<file path="config.mk">
export PLATFORM = sky130hd
export DESIGN_NAME = ptcell_slice
export DESIGN_NICKNAME = d
export VERILOG_FILES = /design/src/rtl/ptcell_pkg.sv /design/src/rtl/pt_and_array.sv /design/src/rtl/pt_pick.sv /design/src/rtl/pt_steer.sv /design/src/rtl/xor_stage.sv /design/src/rtl/ptcell_slice.sv
export SDC_FILE = /design/constraint.sdc
export NUM_CORES = 1
export LEC_CHECK = 0
export CORE_MARGIN = 10
export CORE_UTILIZATION = 22
export DETAILED_ROUTE_END_ITERATION = 8
export PLACE_DENSITY = 0.92
export SLEW_MARGIN = 20
export SYNTH_ARGS = -nofsm -noshare
export SYNTH_HDL_FRONTEND = slang
export SYNTH_SLANG_ARGS = --single-unit
</file>
<file path="constraint.sdc">
create_clock -name vclk -period 1.8
set_input_delay 0.27 -clock vclk [all_inputs]
set_output_delay 0.27 -clock vclk [all_outputs]
set_load 0.05 [all_outputs]
</file>
<file path="src/rtl/ptcell_pkg.sv">
package ptcell_pkg;

  // Source of the second XOR operand.
  typedef enum logic [1:0] {
    XS_ZERO   = 2'b00,
    XS_ONE    = 2'b01,
    XS_TERM   = 2'b10,
    XS_TERM_N = 2'b11
  } xor_src_e;

endpackage

</file>
<file path="src/rtl/pt_and_array.sv">
module pt_and_array #(
  parameter int N_IN = 8,
  parameter int N_PT = 5
) (
  input  logic [N_IN-1:0]                 in_i,
  input  logic [N_PT-1:0][2*N_IN-1:0]     mask_i,
  output logic [N_PT-1:0]                 pt_o
);

  for (genvar t = 0; t < N_PT; t++) begin : g_term
    logic acc;

    always_comb begin
      acc = 1'b1;
      for (int i = 0; i < N_IN; i++) begin
        if (mask_i[t][2*i]   && !in_i[i]) acc = 1'b0;
        if (mask_i[t][2*i+1] &&  in_i[i]) acc = 1'b0;
      end
    end

    assign pt_o[t] = acc;

    always_comb begin

      if (mask_i[t] == '0) empty_term_chk: assert (pt_o[t]);

      if (mask_i[t][0] && mask_i[t][1]) contra_lit_chk: assert (!pt_o[t]);
    end
  end

endmodule

</file>
<file path="src/rtl/pt_pick.sv">
module pt_pick #(
  parameter int N_PT  = 5,
  parameter int IDX_W = 3
) (
  input  logic [N_PT-1:0]  pt_i,
  input  logic [IDX_W-1:0] idx_i,
  output logic             bit_o
);

  // Out-of-range index reads as an empty term (1).
  always_comb begin
    bit_o = 1'b1;
    for (int t = 0; t < N_PT; t++) begin
      if (idx_i == IDX_W'(t)) bit_o = pt_i[t];
    end
  end

endmodule

</file>
<file path="src/rtl/pt_steer.sv">
module pt_steer #(
  parameter int N_PT = 5,
  parameter int N_FB = 4
) (
  input  logic [N_PT-1:0] pt_i,
  input  logic [N_PT-1:0] route_i,
  input  logic            casc_en_i,
  input  logic            casc_i,
  input  logic [N_FB-1:0] fb_bus_i,
  input  logic [N_FB-1:0] fb_use_i,
  output logic [N_PT-1:0] ctrl_o,
  output logic            sum_o
);

  logic local_or;
  logic fb_or;
  logic casc_term;

  always_comb begin
    local_or = 1'b0;
    for (int t = 0; t < N_PT; t++) begin
      ctrl_o[t] = pt_i[t] & ~route_i[t];
      if (route_i[t]) local_or = local_or | pt_i[t];
    end
  end

  always_comb begin
    fb_or = 1'b0;
    for (int k = 0; k < N_FB; k++) begin
      if (fb_use_i[k]) fb_or = fb_or | fb_bus_i[k];
    end
  end

  assign casc_term = casc_en_i & casc_i;
  assign sum_o     = local_or | fb_or | casc_term;

  always_comb begin

    if (|(pt_i & route_i)) routed_sum_chk: assert (sum_o);

    if (!casc_en_i && !(|(pt_i & route_i)) && !(|(fb_bus_i & fb_use_i)))
      casc_off_chk: assert (!sum_o);
  end

endmodule

</file>
<file path="src/rtl/xor_stage.sv">
module xor_stage
  import ptcell_pkg::*;
(
  input  logic       sum_i,
  input  logic       term_i,
  input  logic [1:0] sel_i,
  output logic       xor_o
);

  xor_src_e src;
  logic     operand;

  assign src = xor_src_e'(sel_i);

  always_comb begin
    unique case (src)
      XS_ZERO:   operand = 1'b0;
      XS_ONE:    operand = 1'b1;
      XS_TERM:   operand = term_i;
      XS_TERM_N: operand = ~term_i;
      default:   operand = 1'b0;
    endcase
  end

  assign xor_o = sum_i ^ operand;

  always_comb begin

    if (src == XS_ZERO) pass_chk: assert (xor_o == sum_i);

    if (src == XS_ONE) invert_chk: assert (xor_o != sum_i);
  end

endmodule

</file>
<file path="src/rtl/ptcell_slice.sv">
module ptcell_slice #(
  parameter int N_IN = 8,
  parameter int N_PT = 5,
  parameter int N_FB = 4,
  localparam int IDX_W = $clog2(N_PT)
) (
  input  logic [N_IN-1:0]             in_i,
  input  logic [N_PT-1:0][2*N_IN-1:0] mask_i,
  input  logic [N_PT-1:0]             route_i,
  input  logic                        casc_en_i,
  input  logic                        casc_i,
  input  logic [N_FB-1:0]             fb_bus_i,
  input  logic [N_FB-1:0]             fb_use_i,
  input  logic [1:0]                  xor_sel_i,
  input  logic [IDX_W-1:0]            xor_idx_i,
  input  logic [IDX_W-1:0]            fb_sel_i,
  output logic [N_PT-1:0]             ctrl_o,
  output logic                        sum_o,
  output logic                        casc_o,
  output logic                        xor_o,
  output logic                        fb_o
);

  logic [N_PT-1:0] pt;
  logic            sum;
  logic            xor_term;
  logic            fb_term;

  pt_and_array #(.N_IN(N_IN), .N_PT(N_PT)) u_and (
    .in_i   (in_i),
    .mask_i (mask_i),
    .pt_o   (pt)
  );

  pt_steer #(.N_PT(N_PT), .N_FB(N_FB)) u_steer (
    .pt_i      (pt),
    .route_i   (route_i),
    .casc_en_i (casc_en_i),
    .casc_i    (casc_i),
    .fb_bus_i  (fb_bus_i),
    .fb_use_i  (fb_use_i),
    .ctrl_o    (ctrl_o),
    .sum_o     (sum)
  );

  pt_pick #(.N_PT(N_PT), .IDX_W(IDX_W)) u_xor_pick (
    .pt_i  (pt),
    .idx_i (xor_idx_i),
    .bit_o (xor_term)
  );

  pt_pick #(.N_PT(N_PT), .IDX_W(IDX_W)) u_fb_pick (
    .pt_i  (pt),
    .idx_i (fb_sel_i),
    .bit_o (fb_term)
  );

  xor_stage u_xor (
    .sum_i  (sum),
    .term_i (xor_term),
    .sel_i  (xor_sel_i),
    .xor_o  (xor_o)
  );

  assign sum_o  = sum;
  assign casc_o = sum;
  assign fb_o   = ~fb_term;

  always_comb begin

    if (int'(fb_sel_i) >= N_PT) fb_range_chk: assert (!fb_o);

    if (int'(fb_sel_i) < N_PT && fb_o) fb_zero_term_chk: assert (!(&pt));
  end

endmodule

</file>
==> reports/metrics.yaml <==
regArea_um2: 0
drc: 0
fin_nets: 358
ys_seq_area_share_pct: 0
whs_path_depth: 6
utilization_pct: 74.1
start_kind: "input pin"
yosysUniqueCellTypes: 23
slew_headroom_pct: 78.1
dp.cells: 281
dieArea_mm2: 0.00631
finalSetupViolCount: 6
die_h_um: 79.4
internal_power_mw: 0.304
end_kind: "output port"
pwr-share-seq_pct: 0
p_leak_nw: 1.18
synth.yosys.warnings: 0
antenna_found_initial: 0
drive_above_1_share_pct: 37.1
cp-startpoint: "in_i[1]"
rsz0062_at_grt: "yes"
min-delay-start: "in_i[5]"
drtAntennaViolNets: 0
hold_viol_final: 0
vias: 1432
area_delta_synth_final_pct: 221
rows: 21
total_power_mw: 0.497
seq_cells: 0
cts_hold_buf: 0
drt-initial-drc-count: 42
port_buffers: 120
worstPathRequired_ps: 1530
syn-cell-area_um2: 777
synth_top_area_share_pct: 50.2
viasPerCell: 4.92
swShare_pct: 38.8
ios: 120
die_x_um: 79.4
pwr-share-clk_pct: 0
switchingPower_mw: 0.193
cap_violations: 0
fin_crit_sh_pct: 124
hp-class: "input pin to output port"
fin_cells: 291
grt_start_max_net_pins: 6
fmaxAchievable_mhz: 448
track_usage_pct: 17.7
dp_hpwl_um: 4710
cp_max_fo: 3
core_area_mm2: 0.00336
peakVddDrop_mv: 0.201
grt_pass1_wl_um: 8940
routed_wl_um: 6210
netlist_instances: 95
cp.arrival_ps: 1960
start_util_pct: 23.1
tightestPinTransition_ps: 328
diodes: 0
routedWlPerCell_um: 21.3
dr.pass1.iters: 4
holdWs_ps: 1160
pre_cts_ws_ps: -907
min_period_ps: 2230
syn_nets: 206
slew_viol_final: 0
p_per_area_mw_per_mm2: 199
layout_common_cells: "dlygate4sd2_1, mux2i_1, buf_4, buf_6, clkdlybuf4s50_1"
yosys-top-cells-area: "mux2i_1, nand4_1, buf_6, nor2_1, nand4_2"
yosysTopAreaCell: "mux2i_1"
syn_area_per_cell_um2: 8.18
grt_overflow: 0
worstHoldEndpoint: "ctrl_o[1]"
gp_congestion: 0.855
setup_slack_ps: -431
worstSetupPathType: "input pin to output port"
mostFrequentLayoutCell: "dlygate4sd2_1"
status: "complete, but fails checks"
grt_pass1_vias: 1813
n_clock_buffer: 0
pwr-share-comb_pct: 100.0
violations: "negative setup slack"
==> power by group through the flow <==
stage	clock [mW]	combinational [mW]	sequential, mW
after floorplan	0	0.170	0
after global placement	0	0.479	0
after detailed placement	0	0.487	0
after CTS	0	0.460	0
after global routing	0	0.524	0
final	0	0.497	0
==> worst max path at each step <==
stage,endpoint,cells past startpoint
6_report,xor_o,9
4_1_cts,xor_o,10
3_5_place_dp,xor_o,9
3_3_place_gp,xor_o,9
5_1_grt,xor_o,9
2_1_floorplan,xor_o,7
==> routing by layer <==
| metal | wire [um] | GRT usage (%) | part of all wire [%] | vias to the layer above |
|---|---|---|---|---|
| li1 | - | - | - | 671 |
| met2 | 3470 | 35.1 | 56 | 85 |
| met3 | 530 | 6.64 | 8.5 | 12 |
| met1 | 2080 | 16.5 | 34 | 664 |
| met4 | 124 | 3.94 | 2.0 | 0 |
| met5 | 0 | 0 | 0 | - |
==> critical path, stage by stage <==
cell	delay, ps
buf_8	70
buf_6	110
mux2i_1	190
nand4_1	210
nor2_2	190
nand3b_1	130
a41oi_2	220
xor3_2	390
buf_8	170
==> per-stage QoR <==
step	TNS [ps]	area (um2)
6_report	-1270	2490
5_1_grt	-1720	2490
4_1_cts	-811	2380
3_5_place_dp	-5210	2280
3_3_place_gp	-4660	2280
2_1_floorplan	-1260	830
==> layout make-up <==
cell class                 count  area, um2
inverter                       1       3.75
multi-input combinational     85        851
timing repair buffer         159       1580
fill                         255        871
tap                           46       57.6
==> repair_timing <==
item                                    4_1_cts  5_1_grt
pin swaps                                    29       23
endpoints found under the setup margin        9        9
buffers inserted                             15        7
resized for setup                           157       45
==> cells in the mapped netlist (all sizes together) <==
master and count:
o32ai 1, o21ai 2, nand4 11, nand3b 1, xor3 1, nor4b 1
a222oi 1, a22oi 2, nand3 1, a41oi 1, nand2 5, or2 1
nor3b 1, nor2 7, inv 1, mux2i 40, buf 9, a21oi 4
nor3 5
==> logic make-up (layout without fill, tap and decap cells) <==
family / Yosys count / in the layout / synth area share [%]
multiplexers: 40 / 40 / 52.0
AND/OR/NAND/NOR: 33 / 33 / 24.8
AO/OA/AOI/OAI: 11 / 11 / 10.3
buffers and inverters: 10 / 160 / 9.82
XOR/XNOR: 1 / 1 / 3.06
Note: power is estimated with default switching activity, not from simulation.
